**config.mk**
```make
export PLATFORM = sky130hd
export DESIGN_NAME = fp_sgl_pack
export DESIGN_NICKNAME = d
export VERILOG_FILES = /design/src/rtl/fp_sgl_pkg.sv /design/src/rtl/fp_rnd_unit.sv /design/src/rtl/fp_sgl_align.sv /design/src/rtl/fp_sgl_pack.sv
export SDC_FILE = /design/constraint.sdc
export NUM_CORES = 1
export LEC_CHECK = 0
export ABC_AREA = 0
export ABC_CLOCK_PERIOD_IN_PS = 9100
export BUFFER_PORTS_ARGS = -buffer_cell sky130_fd_sc_hd__buf_2
export CAP_MARGIN = 20
export CORE_MARGIN = 2
export CORE_UTILIZATION = 37
export DETAILED_ROUTE_END_ITERATION = 6
export MAX_ROUTING_LAYER = met4
export PLACE_DENSITY_LB_ADDON = 0.08
export SETUP_SLACK_MARGIN = 0.15
export SLEW_MARGIN = 20
export SYNTH_ARGS = -nofsm -noshare
export SYNTH_HDL_FRONTEND = slang
export SYNTH_SLANG_ARGS = --single-unit
```
**constraint.sdc**
```tcl
create_clock -name clk -period 9.1 [get_ports clk]
set_input_delay 1.365 -clock clk [delete_from_list [all_inputs] [get_ports clk]]
set_output_delay 1.365 -clock clk [all_outputs]
set_load 0.005 [all_outputs]
```
**src/rtl/fp_sgl_pkg.sv**
```systemverilog
package fp_sgl_pkg;

  typedef enum logic [2:0] {
    CLS_ZERO = 3'd0,
    CLS_NUM  = 3'd1,
    CLS_INF  = 3'd2,
    CLS_QNAN = 3'd3,
    CLS_SNAN = 3'd4
  } fp_class_e;

  typedef enum logic [1:0] {
    RM_NEAR = 2'd0,
    RM_ZERO = 2'd1,
    RM_POS  = 2'd2,
    RM_NEG  = 2'd3
  } rmode_e;

  localparam int SGL_FRAC  = 23;
  localparam int SGL_EXPW  = 8;
  localparam int SGL_BIAS  = 127;
  localparam int SGL_EMAX  = 255;

  // decide a bump of the kept lsb from the discarded bits
  function automatic logic f_round_up(input logic lsb, input logic guard,
                                      input logic rest, input logic sign,
                                      input logic [1:0] mode);
    logic lost;
    lost = guard | rest;
    case (mode)
      RM_NEAR: f_round_up = guard & (rest | lsb);
      RM_ZERO: f_round_up = 1'b0;
      RM_POS:  f_round_up = lost & ~sign;
      default: f_round_up = lost & sign;
    endcase
  endfunction

  // overflow saturates to infinity or to the largest finite value
  function automatic logic f_ovf_to_inf(input logic [1:0] mode, input logic sign);
    case (mode)
      RM_NEAR: f_ovf_to_inf = 1'b1;
      RM_ZERO: f_ovf_to_inf = 1'b0;
      RM_POS:  f_ovf_to_inf = ~sign;
      default: f_ovf_to_inf = sign;
    endcase
  endfunction

endpackage

```
**src/rtl/fp_rnd_unit.sv**
```systemverilog
module fp_rnd_unit
  import fp_sgl_pkg::*;
(
  input  logic       lsb,
  input  logic       guard,
  input  logic       rest,
  input  logic       sign,
  input  logic [1:0] mode,
  output logic       up,
  output logic       inexact
);
  assign up      = f_round_up(lsb, guard, rest, sign, mode);
  assign inexact = guard | rest;
endmodule

```
**src/rtl/fp_sgl_align.sv**
```systemverilog
module fp_sgl_align
  import fp_sgl_pkg::*;
#(
  parameter int MANT_W = 27,
  parameter int EXP_W  = 10,
  localparam int BW     = EXP_W + 2,
  localparam int SH_MAX = MANT_W + 1,
  localparam int SHW    = $clog2(SH_MAX + 1),
  localparam int L      = MANT_W + SH_MAX
)(
  input  logic [EXP_W-1:0]       exp_i,
  input  logic [MANT_W-1:0]      mant_i,
  output logic signed [BW-1:0]   biased_o,
  output logic                   subn_o,
  output logic [SGL_FRAC:0]      sig_o,
  output logic                   guard_o,
  output logic                   rest_o
);
  logic signed [BW-1:0] neg_amt;
  logic [SHW-1:0]       sh_amt;
  logic [L-1:0]         ext;
  logic [L-1:0]         aligned;

  assign biased_o = $signed({{2{exp_i[EXP_W-1]}}, exp_i}) + $signed(BW'(SGL_BIAS));
  assign subn_o   = (biased_o <= $signed(BW'(0)));
  assign neg_amt  = $signed(BW'(1)) - biased_o;

  always_comb begin
    if (!subn_o)
      sh_amt = '0;
    else if (neg_amt > $signed(BW'(SH_MAX)))
      sh_amt = SHW'(SH_MAX);
    else
      sh_amt = neg_amt[SHW-1:0];
  end

  assign ext     = {mant_i, {SH_MAX{1'b0}}};
  assign aligned = ext >> sh_amt;
  assign sig_o   = aligned[L-1 -: SGL_FRAC+1];
  assign guard_o = aligned[L-SGL_FRAC-2];
  assign rest_o  = |aligned[L-SGL_FRAC-3:0];
endmodule

```
**src/rtl/fp_sgl_pack.sv**
```systemverilog
module fp_sgl_pack
  import fp_sgl_pkg::*;
#(
  parameter int MANT_W = 27,
  parameter int EXP_W  = 10
)(
  input  logic              clk,
  input  logic              rst_n,
  input  logic              in_valid,
  input  logic [2:0]        in_class,
  input  logic              in_sign,
  input  logic [EXP_W-1:0]  in_exp,
  input  logic [MANT_W-1:0] in_mant,
  input  logic              in_sticky,
  input  logic [1:0]        in_rmode,
  input  logic              in_uf_trap,
  output logic              out_valid,
  output logic [31:0]       out_word,
  output logic              out_of,
  output logic              out_uf,
  output logic              out_nx
);
  localparam int BW = EXP_W + 2;

  logic signed [BW-1:0] biased;
  logic signed [BW-1:0] exp_fin;
  logic                 subn_w;
  logic [SGL_FRAC:0]    sig;
  logic                 guard_b;
  logic                 rest_b;
  logic                 rest_all;
  logic                 rnd_up;
  logic                 inexact_w;
  logic [SGL_FRAC+1:0]  sum;
  logic                 promote_w;
  logic                 carry2_w;
  logic                 ovf_w;
  logic                 to_inf;
  logic [31:0]          word_d;
  logic                 of_d, uf_d, nx_d;

  fp_sgl_align #(.MANT_W(MANT_W), .EXP_W(EXP_W)) u_align (
    .exp_i   (in_exp),
    .mant_i  (in_mant),
    .biased_o(biased),
    .subn_o  (subn_w),
    .sig_o   (sig),
    .guard_o (guard_b),
    .rest_o  (rest_b)
  );

  assign rest_all = rest_b | in_sticky;

  fp_rnd_unit u_rnd (
    .lsb    (sig[0]),
    .guard  (guard_b),
    .rest   (rest_all),
    .sign   (in_sign),
    .mode   (in_rmode),
    .up     (rnd_up),
    .inexact(inexact_w)
  );

  assign sum       = {1'b0, sig} + {{SGL_FRAC+1{1'b0}}, rnd_up};
  assign promote_w = subn_w & sum[SGL_FRAC];
  assign carry2_w  = ~subn_w & sum[SGL_FRAC+1];
  assign exp_fin   = biased + $signed({{BW-1{1'b0}}, carry2_w});
  assign ovf_w     = ~subn_w & (exp_fin >= $signed(BW'(SGL_EMAX)));
  assign to_inf    = f_ovf_to_inf(in_rmode, in_sign);

  always_comb begin
    word_d = {in_sign, 31'd0};
    of_d   = 1'b0;
    uf_d   = 1'b0;
    nx_d   = 1'b0;
    case (in_class)
      CLS_NUM: begin
        nx_d = inexact_w;
        if (subn_w) begin
          if (promote_w) begin
            word_d = {in_sign, 8'd1, 23'd0};
          end else begin
            word_d = {in_sign, 8'd0, sum[SGL_FRAC-1:0]};
            uf_d   = inexact_w | in_uf_trap;
          end
        end else if (ovf_w) begin
          of_d   = 1'b1;
          nx_d   = 1'b1;
          word_d = to_inf ? {in_sign, 8'hFF, 23'd0} : {in_sign, 8'hFE, 23'h7FFFFF};
        end else begin
          word_d = {in_sign, exp_fin[SGL_EXPW-1:0], sum[SGL_FRAC-1:0]};
        end
      end
      CLS_INF:  word_d = {in_sign, 8'hFF, 23'd0};
      CLS_QNAN, CLS_SNAN:
        word_d = {in_sign, 8'hFF, in_mant[MANT_W-2 -: SGL_FRAC] | 23'h400000};
      default:  word_d = {in_sign, 31'd0};
    endcase
  end

  always_ff @(posedge clk) begin
    if (!rst_n) begin
      out_valid <= 1'b0;
      out_word  <= '0;
      out_of    <= 1'b0;
      out_uf    <= 1'b0;
      out_nx    <= 1'b0;
    end else begin
      out_valid <= in_valid;
      if (in_valid) begin
        out_word <= word_d;
        out_of   <= of_d;
        out_uf   <= uf_d;
        out_nx   <= nx_d;
      end
    end
  end
endmodule

```
# Word level (Yosys, flattened, before mapping)

Cells that the tools add are included.

Word-level logic and storage cells: 52
Register bits: 36
Input bits: 48
Output and inout port bits: 36

Equal/unequal tests: 6
Add/subtract/negate cells: 4
Mux-type cells: 18
Reduce and logical (&&, ||, !) cells: 3
Bitwise gates (word level): 12
Magnitude comparators: 3
Shifts and indexed selects: 1

Operators by type and width:

| kind                  | number |
|---|---|
| $pmux 31 s3           | 1 |
| $mux 31               | 2 |
| $shr 55x5->55         | 1 |
| $mux 24               | 2 |
| $reduce_or 30->1      | 1 |
| $add 24x1->25         | 1 |
| $add 12x2->12         | 1 |
| $ge 12x9->1 const B   | 1 |
| $gt 12x6->1 const B   | 1 |
| $le 12x1->1 const B   | 1 |
| $sub 2x12->12 const A | 1 |
| $add 10x8->11 const B | 1 |
| $mux 5                | 2 |
| $mux 1                | 9 |
| $and 1x1->1           | 6 |
| $eq 3x2->1 const B    | 2 |
| $pmux 1 s3            | 2 |
| $or 1x1->1            | 4 |
| $eq 3x1->1 const B    | 1 |
| $eq 3x3->1 const B    | 1 |
| $eq 2x1->1 const B    | 1 |
| $eq 2x2->1 const B    | 1 |
| $logic_not 2->1       | 1 |
| $not 1->1             | 2 |
| $reduce_or 2->1       | 1 |

# Longest topological paths before layout

Gate-level depths: netlist of the first run.

Depth after elaboration: 19
Mapped depth: 44

# Cells and area by module

Synthesis of the first run repeated with hierarchy kept, for this count alone.

Cells, all modules: 706
Area total of the unflattened synthesis: 5087.4 sq um

Modules (own cells, without submodules):

| module       | instances | cells an instance | area an instance (sq um) |
|---|---|---|---|
| fp_sgl_pack  | 1         | 330               | 2571.2 |
| fp_sgl_align | 1         | 370               | 2477.4 |
| fp_rnd_unit  | 1         | 6                 | 38.8 |

# Worst setup path before layout of the first run

OpenSTA, ideal clock, no wires.

Path kind: input to register
Start point: in in_exp[0]
End point: reg out_word[4]
Path buffers: 5
Library setup time: 0.074 ns
Path slack: 0.091 ns
Arrival time: 8.935 ns
Required time: 9.026 ns
Stages: 41
Cell sequence: buf_2 > inv_1 > ha_1 > xor2_1 > inv_1 > ha_1 > inv_1 > nor2_1 > a2111o_1 > a211o_1 > a21o_1 > buf_6 > o31a_1 > buf_6 > o221a_4 > mux2i_1 > o221ai_1 > or4_1 > [5 not listed] > ha_1 > nand2_1 > nor2_1 > nand3_1 > nor4_1 > and4_1 > ha_1 > ha_1 > nand3_1 > nor2_1 > and3_1 > a2111oi_0 > o22ai_1 > nor3_1 > clkbuf_1 > clkbuf_1 > nor2_1 > o21ai_0

Word-level cells in the longest chain between the ends: 19

Ends and longest elaborated chain:

| item                 | line               | source |
|---|---|---|
| start, declared      | fp_sgl_pack.sv:12  | `input logic [EXP_W-1:0] in_exp,` |
| $add 10x8->11 *      | fp_sgl_align.sv:24 | `assign biased_o = $signed({{2{exp_i[EXP_W-1]}}, exp_i}) + $signed(BW'(SGL_BIAS));` |
| $sub 2x12->12        | fp_sgl_align.sv:26 | `assign neg_amt = $signed(BW'(1)) - biased_o;` |
| $gt 12x6->1          | fp_sgl_align.sv:31 | `else if (neg_amt > $signed(BW'(SH_MAX)))` |
| $mux 5               | fp_sgl_align.sv:31 |  |
| $mux 5               | fp_sgl_align.sv:29 | `if (!subn_o)` |
| $shr 55x5->55        | fp_sgl_align.sv:38 | `assign aligned = ext >> sh_amt;` |
| $reduce_or 30->1     | fp_sgl_align.sv:41 | `assign rest_o = \|aligned[L-SGL_FRAC-3:0];` |
| $or 1x1->1           | fp_sgl_pack.sv:52  | `assign rest_all = rest_b \| in_sticky;` |
| [3 not listed]       | -                  |  |
| $add 24x1->25        | fp_sgl_pack.sv:64  | `assign sum = {1'b0, sig} + {{SGL_FRAC+1{1'b0}}, rnd_up};` |
| $and 1x1->1          | fp_sgl_pack.sv:66  | `assign carry2_w = ~subn_w & sum[SGL_FRAC+1];` |
| $add 12x2->12        | fp_sgl_pack.sv:67  | `assign exp_fin = biased + $signed({{BW-1{1'b0}}, carry2_w});` |
| $ge 12x9->1          | fp_sgl_pack.sv:68  | `assign ovf_w = ~subn_w & (exp_fin >= $signed(BW'(SGL_EMAX)));` |
| $and 1x1->1          | fp_sgl_pack.sv:68  |  |
| $mux 31              | fp_sgl_pack.sv:86  | `end else if (ovf_w) begin` |
| $mux 31 *            | fp_sgl_pack.sv:79  | `if (subn_w) begin` |
| $pmux 31 s3 *        | fp_sgl_pack.sv:76  | `case (in_class)` |
| end signal, assigned | fp_sgl_pack.sv:111 | `out_word <= word_d;` |
| end, declared        | fp_sgl_pack.sv:18  | `output logic [31:0] out_word,` |

Mark *: on every way between the ends. The rest lies on a longest branch, timed or not.
A chain may end at the register's enable or synchronous reset.

# Final worst setup path of the first run

Start point: in in_exp[2]
End point: reg out_word[23]

The elaborated chain is that of the path after synthesis.

==> results of run 1 <==
## worst register-to-register path, delay by kind of cell (launching register included)
family | cells | cell delay (ns)
flip-flops | 1 | 0.32
AO/OA/AOI/OAI | 2 | 0.26
AND/OR/NAND/NOR | 1 | 0.14
## cell usage in the layout (no fill, tap or decap), types with 7 or more instances in the layout
cell type / n
a21oi_2: 7
mux2i_1: 30
o21ai_2: 12
o211ai_1: 8
a21oi_1: 42
nand2b_1: 7
inv_1: 17
nor3_1: 19
nor2b_1: 11
xor2_1: 7
nand2_1: 95
nand4_1: 11
o21ai_0: 35
buf_4: 82
and2_1: 10
a22oi_1: 19
ha_1: 7
buf_2: 83
a211oi_1: 7
nand3_1: 34
xnor2_1: 19
nor2_1: 55
a21boi_0: 8
dfxtp_1: 36
## routing by layer
metal  global-route usage, %  routed length (um)  up-vias
met5                       -                   0        -
met4                    7.47                 398        0
met3                    4.00                1240       23
met2                    45.6                9930      232
met1                    40.4               10400     2985
li1                        -                   -     2948
## final cells by class
type	count	area (um2)
sequential	36	721
fill	1390	7030
clock inverter	1	30.0
clock buffer	7	153
tap	180	225
multi-input combinational	615	4440
inverter	21	78.8
timing repair buffer	172	1150
## synth_stat cells, types with 5 or more instances
master,number,area (um2)
nor4_1,7,43.8
nand3_1,36,180
a211oi_1,8,60.1
nand4_1,11,68.8
clkbuf_1,24,90.1
nand2b_1,7,43.8
nand2_1,95,357
nor3_1,21,105
xnor2_1,21,184
a211o_1,5,43.8
buf_2,6,30.0
dfxtp_1,36,721
a21oi_1,46,230
and3_1,8,50.1
inv_1,21,78.8
ha_1,10,125
mux2i_1,34,340
o21ai_0,41,205
o221a_2,6,67.6
xor2_1,8,70.1
a21boi_0,8,60.1
buf_6,5,56.3
nor2_1,57,214
o21ai_2,12,105
o211ai_1,8,60.1
nor2b_1,11,68.8
and2_1,10,62.6
a22oi_1,20,150
## path summary, 6_finish.rpt
path / start / to / slack, ns / depth (start not counted)
setup / recovery: in_exp[2] / out_word[23]$_SDFFE_PN0P_ / 0.57 / 37
hold / removal: out_uf$_SDFFE_PN0P_ / out_uf$_SDFFE_PN0P_ / 0.44 / 2
setup reg to reg: out_word[2]$_SDFFE_PN0P_ / out_word[2]$_SDFFE_PN0P_ / 8.27 / 3
hold reg to reg: out_uf$_SDFFE_PN0P_ / out_uf$_SDFFE_PN0P_ / 0.44 / 2
## flip-flops by register name (all words and copies together) (netlist names)
| name | cells |
|---|---|
| out_uf | 1 |
| out_nx | 1 |
| out_word | 32 |
| out_of | 1 |
| out_valid | 1 |
## metrics by stage
step                std cells  instance area [um2]
finish                   1032                 6800
global route             1032                 6800
CTS                      1016                 6430
detailed placement       1006                 6230
global placement         1006                 6230
floorplan                 712                 5230
## report_power, final
part           switching [mW]  total, mW  leakage (nW)  internal, mW
logic                   0.247      0.408          2.37         0.160
clock network          0.0624      0.206        0.0901         0.144
registers             0.00315      0.168         0.293         0.165
total                   0.313      0.782          2.75         0.469
## cell families after synthesis
| group | after synthesis | share of synthesized area [%] |
|---|---|---|
| mux | 43 | 9.05 |
| flops | 36 | 13.8 |
| buf+inv | 62 | 6.01 |
| simple gates | 304 | 29.8 |
| compound gates | 228 | 34.1 |
| xor+xnor | 29 | 4.86 |
| fa+ha+maj | 10 | 2.39 |
## what timing repair did
action,4_1_cts,5_1_grt
pin swaps,1,15
endpoints found under the setup margin,21,33
cloned,0,1
resized for setup,3,57
setup buffers,2,15
==> impl_results.md, run 1 <==
* Row Count at 43
* Initial antenna violation count at 0
* Delay of the slowest cell on the worst path at about 0.57 ns
* Port Buffers at 83
* Max_cap viols at 0
* YS warnings at 0
* Post-synthesis sequential area ratio at between 10% and 20%
* Hold Worst Slack at 0.442 ns
* Setup-failing EPs final at 0
* Setup_tns at 0 ns
* Clock insertion delay at the later pin of the skew report at roughly 0.28 ns
* Vias at ~6.2k
* Fmax at approximately 120 MHz
* CTS root buf: clkbuf_16
* CTS Hold Buffers Added at 0
* GP Congestion at 0.987
* Largest fanout on the critical path at 14
* Post-synth net total at slightly below 800
* Vias in the first global route at approximately 5.6k
* LEAKAGE at 2.75 nW
* Flops & latches, synth at 36
* DIE AREA at 15100 um2
* Die Height at 123 um
* Horiz. Die Dim at 123 um
* Synth Instances at between 700 and 800
* Number of remaining DRC errors at 0
* Clock tree buffer depth at 2
* ANT nets after route at 0
* DRT Pass-1 Iters at 5
* Crit path launch type: input pin
* Share of layout cells above drive strength 1 at 34.2%
* Final net count at 909
* IO Count at 84
* Critical path's top delay family: compound AO/OA/AOI/OAI gates
* Starting Density at 37.8%
* Critical Path End Type: register
* Clock sinks at 36
* Final hold vios at 0
* HPWL after DPL at about 18 mm
* Ys async rst share at 0%
* Tcrit/Tclk final at 93.8%
* Unrepaired setup endpoints after global routing: false
* Slew @ Worst Pin at 0.948 ns
* Max Clock Skew at 0 ns
* Largest net degree at the start of global routing at 35
* GRT Residual Overflow at 0
* Clock-pin slew on the worst setup and hold paths at 0.05 ns
* Post-layout min period at 8.53 ns
* Final max-slew violation count at 0
* Post-synth EDFFs at 0
* First-pass GRT wire length at 32.8 mm
* Wire per inst at 21.3 um
* Worst setup margin at 0.568 ns
* GRT Total Usage at 29.5%
* Antenna diode count at 0
* Worst min path class: register to register
* Core area at 13800 um2
* Drt total wl at 22.0 mm
* Slowest cell on crit path: or4_4
* P&R area growth vs syn at 30.1%
* Worst slew margin at 36.7%
* Status: finished clean
* Setup Crit Path Kind: input pin to register
* CTS tree: done
* Initial detailed-routing violation count at 590
* Worst-case vdd ir drop at 0.0703 mV
* Vias per inst at approximately 6.0
* Distinct cells, synth at 99
* Final Power at 0.782 mW
* Utilization after layout at 49.2%
* Worst EP arrival at slightly below 9 ns
* CTS HTree Levels at 2
* Synthesized area at 5230 um2
* Syn Area/Cell at around 7.3 um2
* Crit path buf inv count at 4
* PwrDens at around 110 nW/um2
* Clock buffers created by TritonCTS at 5
* Predominant post-synthesis flop cell: dfxtp_1
* Worst Path Required at about 9.3 ns
* Worst slack at placement at -0.272 ns
Power figures use the tool's default switching activity.
==> run 2: changes to the inputs <==
--- a/config.mk
+++ b/config.mk
@@ -11,6 +11,7 @@
 export CAP_MARGIN = 20
 export CORE_MARGIN = 2
 export CORE_UTILIZATION = 37
+export CTS_BUF_LIST = sky130_fd_sc_hd__clkbuf_4 sky130_fd_sc_hd__clkbuf_8
 export DETAILED_ROUTE_END_ITERATION = 6
 export MAX_ROUTING_LAYER = met4
 export PLACE_DENSITY_LB_ADDON = 0.08
==> run 2 against run 1 <==
Clock power decreased by 26%. Global-route usage hardly changed. Combinational power is 3% higher. Sequential share of layout area decreased by 0.095 points. Critical path depth rose by 2. Sequential power about the same. Hold slack gained 0.0026 ns. Clock-buffer cell count unchanged. Via count down 0.29%. Largest power group unchanged. Highest routed layer unchanged.
==> impl_results.md, run 2 (synthesis results as in run 1) <==
* Slew @ Worst Pin at 0.944 ns (-0.00387 ns)
* Port Buffers at 83 (unchanged)
* Largest net degree at the start of global routing at 35 (unchanged)
* Vias in the first global route at 5633 (-0.018%)
* Clock sinks at 36 (unchanged)
* Most common cell after layout, fill and taps aside: nand2_1
* Initial antenna violation count at 0 (unchanged)
* First-pass GRT wire length at 32.8 mm (about the same)
* Vias per inst at 5.93 (-1.2%)
* Clock buffers created by TritonCTS at 5 (unchanged)
* IO Count at 84 (unchanged)
* Setup-failing EPs final at 0 (unchanged)
* DR top layer: met4
* Fmax at 117 MHz (-0.16%)
* DIE AREA at 15100 um2 (unchanged)
* Vias at 6170 (-0.29%)
* Filler cell count at 1395 (+0.36%)
* HPWL after DPL at 18.0 mm (unchanged)
* GRT Residual Overflow at 0 (unchanged)
* Worst setup margin at 0.554 ns (-0.0141 ns)
* Largest fanout on the critical path at 14 (unchanged)
* Die Height at 123 um (unchanged)
* CTS tree: done
* Worst Path Required at 9.27 ns (-0.04 ns)
* Worst-case vdd ir drop at 0.0465 mV (-34%)
* CTS HTree Levels at 2 (unchanged)
* Worst EP arrival at 8.72 ns (-0.02 ns)
* Unrepaired setup endpoints after global routing: false
* Routed wl met2 at 9.97 mm (+0.39%)
* Setup Crit Path Kind: input pin to register
* Clock tree buffer depth at 2 (unchanged)
* Final max-slew violation count at 0 (unchanged)
* Initial detailed-routing violation count at 480 (-19%)
* P&R area growth vs syn at 31.3%
* Worst slew margin at 36.9% (+0.26 points)
* GRT Total Usage at 29.4% (-0.033 points)
* Core area at 13800 um2 (unchanged)
* Worst min path class: register to register
* Share of layout cells above drive strength 1 at 35.4% (+1.3 points)
* Horiz. Die Dim at 123 um (unchanged)
* CTS root buf: clkbuf_8
* Final net count at 918 (+0.99%)
* Biggest register: out_word
* Setup_tns at 0 ns (unchanged)
* Met1 Wirelength at 10.6 mm (+1.7%)
* Max reg flops at 32 (unchanged)
* Post-layout min period at 8.55 ns (+0.0141 ns)
* Critical Path End Type: register
* Post-route cell area at 6860 um2 (+0.90%)
* PwrDens at 108 nW/um2 (-6.3%)
* Max_cap viols at 0 (unchanged)
* Met3 Wirelength at 1.09 mm (-12%)
* Clock insertion delay at the later pin of the skew report at 0.29 ns (about the same)
* Drt total wl at 22.0 mm (+0.15%)
* Most frequent cells in the layout: nand2_1 (93), buf_4 (88), buf_2 (84)
* Starting Density at 37.8% (unchanged)
* DRT Pass-1 Iters at 5 (unchanged)
* Status: finished clean
* Crit path launch type: input pin
* Utilization after layout at 49.6% (+0.44 points)
* Row Count at 43 (unchanged)
* Slowest cell on crit path: or4_4
* GP Congestion at 0.987 (unchanged)
* ANT nets after route at 0 (unchanged)
* Antenna diode count at 0 (unchanged)
* Max Clock Skew at 0 ns (unchanged)
* Number of remaining DRC errors at 0 (unchanged)
* Wire per inst at 21.2 um (-0.72%)
* Tcrit/Tclk final at 93.9% (+0.15 points)
* Delay of the slowest cell on the worst path at 0.58 ns (about the same)
* Cell Area, Placed at 6230 um2 (unchanged)
* Worst slack at placement at -0.272 ns (unchanged)
* Final hold vios at 0 (unchanged)
* Clock-pin slew on the worst setup and hold paths at 0.07 ns (+0.02 ns)
* LEAKAGE at 2.78 nW (+1.3%)
* Reg2reg setup slack at 8.28 ns (about the same)
## run 2: cell count changes in the layout (fill, tap and decap cells not counted), sizes merged
cell  delta
buf      +9
## run 2: final timing paths
check	start	endpoint	depth (start not counted)
worst min register to register	out_uf$_SDFFE_PN0P_	out_uf$_SDFFE_PN0P_	2
worst max-delay path	in_exp[2]	out_word[12]$_SDFFE_PN0P_	39
worst min-delay path	out_uf$_SDFFE_PN0P_	out_uf$_SDFFE_PN0P_	2
worst max register to register	out_word[2]$_SDFFE_PN0P_	out_word[2]$_SDFFE_PN0P_	3
## run 2: power breakdown
| group | total (mW) | switching, mW | internal [mW] |
|---|---|---|---|
| registers | 0.167 | 0.00318 | 0.164 |
| clock network | 0.152 | 0.0555 | 0.0966 |
| logic | 0.419 | 0.251 | 0.169 |
| total | 0.739 | 0.309 | 0.430 |
## run 2: per-stage QoR
step           hold WS, ns  std cells  power [mW]
5_1_grt              0.472       1041       0.782
4_1_cts              0.448       1019       0.707
6_report             0.445       1041       0.739
2_1_floorplan        0.435        712       0.404
3_5_place_dp         0.437       1006       0.551
3_3_place_gp         0.430       1006       0.550
## run 2: cell type report
cell class,count,area (um2),share of cell area [%]
sequential,36,721,10.5
inverter,21,78.8,1.15
tap,180,225,3.28
clock inverter,1,30.0,0.438
clock buffer,7,96.3,1.40
timing repair buffer,181,1240,18.1
multi-input combinational,615,4470,65.1
## run 2: per-layer routing
metal	vias up	global-route usage [%]
li1	2975	-
met1	2963	40.6
met2	212	45.6
met3	20	3.49
met4	0	7.54
met5	-	-
## run 2: worst max-delay path, delay by kind of cell
kind / cells / cell delay [ns]
muxes: 1 / 0.10
buffers and inverters: 5 / 0.83
and+or+nand+nor: 20 / 3.52
adders and majority gates: 4 / 0.80
AOI/OAI and AO/OA: 9 / 2.11
## run 2: timing repair
item | 4_1_cts | 5_1_grt
hold endpoints to repair | 0 | 0
hold buffers | 0 | 0
setup buffers | 5 | 20
resized for setup | 3 | 62
gates cloned | 0 | 2
setup endpoints to repair | 21 | 33
pin swaps | 2 | 20
==> run 3: changes to the inputs <==
--- a/config.mk
+++ b/config.mk
@@ -10,7 +10,7 @@
 export BUFFER_PORTS_ARGS = -buffer_cell sky130_fd_sc_hd__buf_2
 export CAP_MARGIN = 20
 export CORE_MARGIN = 2
-export CORE_UTILIZATION = 37
+export CORE_UTILIZATION = 39
 export CTS_BUF_LIST = sky130_fd_sc_hd__clkbuf_4 sky130_fd_sc_hd__clkbuf_8
 export DETAILED_ROUTE_END_ITERATION = 6
 export MAX_ROUTING_LAYER = met4
==> run 3 against run 2 <==
Wire length fell by 0.12%. Sequential share of layout area grew 0.49 points. Register-to-register slack about the same. Global-route usage up 1.2 points. Critical endpoint is now out_word[7]$_SDFFE_PN0P_. Clock power is 25% lower. Clock-buffer cell count down 2.
==> impl_results.md, run 3 (synthesis results as in run 1) <==
* Status: finished clean
* Reg area at 721 um2 (unchanged)
* Worst slew margin at 29.3% (-7.6 points)
* FF-to-FF End: out_word[20]$_SDFFE_PN0P_
* Die Height at 120 um (-2.5%)
* Crit path launch type: input pin
* Max Clock Skew at 0 ns (unchanged)
* Hold Worst Slack at 0.456 ns (+0.0113 ns)
* Number of remaining DRC errors at 0 (unchanged)
* Horiz. Die Dim at 120 um (-2.5%)
* Clock insertion delay at the later pin of the skew report at 0.30 ns (about the same)
* Vias in the first global route at 5737 (+1.8%)
* Setup-failing EPs final at 0 (unchanged)
* LEAKAGE at 2.65 nW (-4.8%)
* PwrDens at 105 nW/um2 (-2.9%)
* Clock-pin slew on the worst setup and hold paths at 0.08 ns (about the same)
* Utilization after layout at 49.7% (+0.063 points)
* Tcrit/Tclk final at 94.2% (+0.24 points)
* Largest fanout on the critical path at 11 (-3)
* Most frequent cells in the layout: nand2_1 (94), buf_2 (83), buf_4 (76)
* Slowest cell on crit path: or4_4
* DRT Pass-1 Iters at 5 (unchanged)
* Filler cell count at 1348 (-3.4%)
* Max_cap viols at 0 (unchanged)
* Setup Crit Path Kind: input pin to register
* Post-route cell area at 6560 um2 (-4.5%)
* IO Count at 84 (unchanged)
* Crit path launch: in_exp[1]
* GRT Residual Overflow at 0 (unchanged)
* GRT Total Usage at 30.6% (+1.2 points)
* Share of layout cells above drive strength 1 at 31.9% (-3.5 points)
* Initial antenna violation count at 0 (unchanged)
* Final hold vios at 0 (unchanged)
* Area of the multi-input gates at 4400 um2 (-1.5%)
* Met1 usage at 40.9% (+0.34 points)
* Initial detailed-routing violation count at 624 (+30%)
* CP endpoint: out_word[7]$_SDFFE_PN0P_
* Core area at 13200 um2 (-4.6%)
* Worst min path class: register to register
* First-pass GRT wire length at 33.4 mm (+1.9%)
* Row Count at 42 (-2.3%)
* ANT nets after route at 0 (unchanged)
* Post-layout min period at 8.57 ns (+0.0223 ns)
* Worst path most repeated cell: ha_1
* Reg2reg setup slack at 8.27 ns (about the same)
* CTS root buf: clkbuf_8
* Critical Path End Type: register
* Port Buffers at 83 (unchanged)
* Wire per inst at 21.6 um (+2.0%)
* Clock tree buffer depth at 2 (unchanged)
* Starting Density at 39.6% (+1.8 points)
* Antenna diode count at 0 (unchanged)
* Largest net degree at the start of global routing at 36 (+2.9%)
* DIE AREA at 14300 um2 (-5.0%)
* Drt total wl at 22.0 mm (-0.12%)
* Max reg flops at 32 (unchanged)
* Cell Area, Placed at 6190 um2 (-0.60%)
* Reg2Reg Depth at 3 (unchanged)
* Delay of the slowest cell on the worst path at 0.56 ns (-0.02 ns)
* Vias at 6187 (+0.28%)
* P&R area growth vs syn at 25.4%
* Worst-case vdd ir drop at 0.0423 mV (-9.0%)
* Unrepaired setup endpoints after global routing: false
* Final max-slew violation count at 0 (unchanged)
* CTS tree: done
* Worst EP arrival at 8.75 ns (+0.03 ns)
* Vias per inst at 6.07 (+2.4%)
* Clock sinks at 36 (unchanged)
* GR Util met2 at 48.6% (+3.0 points)
* GP Congestion at 0.962 (-2.5%)
* Reg2reg start: out_word[20]$_SDFFE_PN0P_
* Most common cell after layout, fill and taps aside: nand2_1
* Clock buffers created by TritonCTS at 5 (unchanged)
* Slew @ Worst Pin at 1.06 ns (+0.114 ns)
* HPWL after DPL at 17.6 mm (-2.1%)
* Busiest metal layer after global routing: met2
* CTS HTree Levels at 2 (unchanged)
* Worst Path Required at 9.28 ns (about the same)
* Grt met3 use at 4.90% (+1.4 points)
* Fmax at 117 MHz (-0.26%)
* Biggest register: out_word
* Final net count at 900 (-2.0%)
-- run 3: layout make-up --
cell class	instances	area share (%)
multi-input cells	615	67.1
repair buffers	163	16.0
flip-flops and latches	36	11.0
well taps	176	3.36
inverters	21	1.20
clock buffers	5	1.05
clock inverters	3	0.286
-- run 3: worst min path at each step --
| stage | start | to | slack, ns | cells past startpoint |
|---|---|---|---|---|
| 2_1_floorplan | out_uf$_SDFFE_PN0P_ | out_uf$_SDFFE_PN0P_ | 0.43 | 2 |
| 3_3_place_gp | out_uf$_SDFFE_PN0P_ | out_uf$_SDFFE_PN0P_ | 0.43 | 2 |
| 3_5_place_dp | out_uf$_SDFFE_PN0P_ | out_uf$_SDFFE_PN0P_ | 0.46 | 2 |
| 4_1_cts | out_uf$_SDFFE_PN0P_ | out_uf$_SDFFE_PN0P_ | 0.47 | 2 |
| 5_1_grt | out_uf$_SDFFE_PN0P_ | out_uf$_SDFFE_PN0P_ | 0.51 | 2 |
| 6_report | out_uf$_SDFFE_PN0P_ | out_uf$_SDFFE_PN0P_ | 0.46 | 2 |
-- run 3: what timing repair did --
action | 4_1_cts | 5_1_grt
pin swaps | 3 | 9
buffers inserted | 1 | 8
hold endpoints to repair | 0 | 0
hold buffers | 0 | 0
cloned | 1 | 0
gates resized for setup | 7 | 35
setup endpoints to repair | 24 | 33
-- run 3: report_power, final --
group / internal, mW / switching [mW] / leakage [nW]
combinational: 0.157 / 0.247 / 2.31
sequential: 0.164 / 0.00325 / 0.293
clock: 0.0533 / 0.0605 / 0.0479
total: 0.374 / 0.311 / 2.65
-- run 3: layer usage --
layer,part of all wire [%],vias up
met1,44,2968
li1,-,2929
met3,8.1,36
met5,0,-
met2,46,254
met4,2.3,0
-- run 3: worst max-delay path, delay by kind of cell --
family,cells,cell delay [ns]
simple gates,15,2.48
fa+ha+maj,5,1.00
compound gates,13,3.40
buf+inv,4,0.54
-- run 3: through the flow --
stage               setup TNS, ns  total power, mW  cells  setup slack (ns)
finish                          0            0.686   1019             0.532
global route                    0            0.723   1019             0.132
CTS                             0            0.663   1011             0.173
detailed placement          -5.82            0.548   1001            -0.312
global placement            -4.24            0.549   1001            -0.229
floorplan                       0            0.404    712             0.170
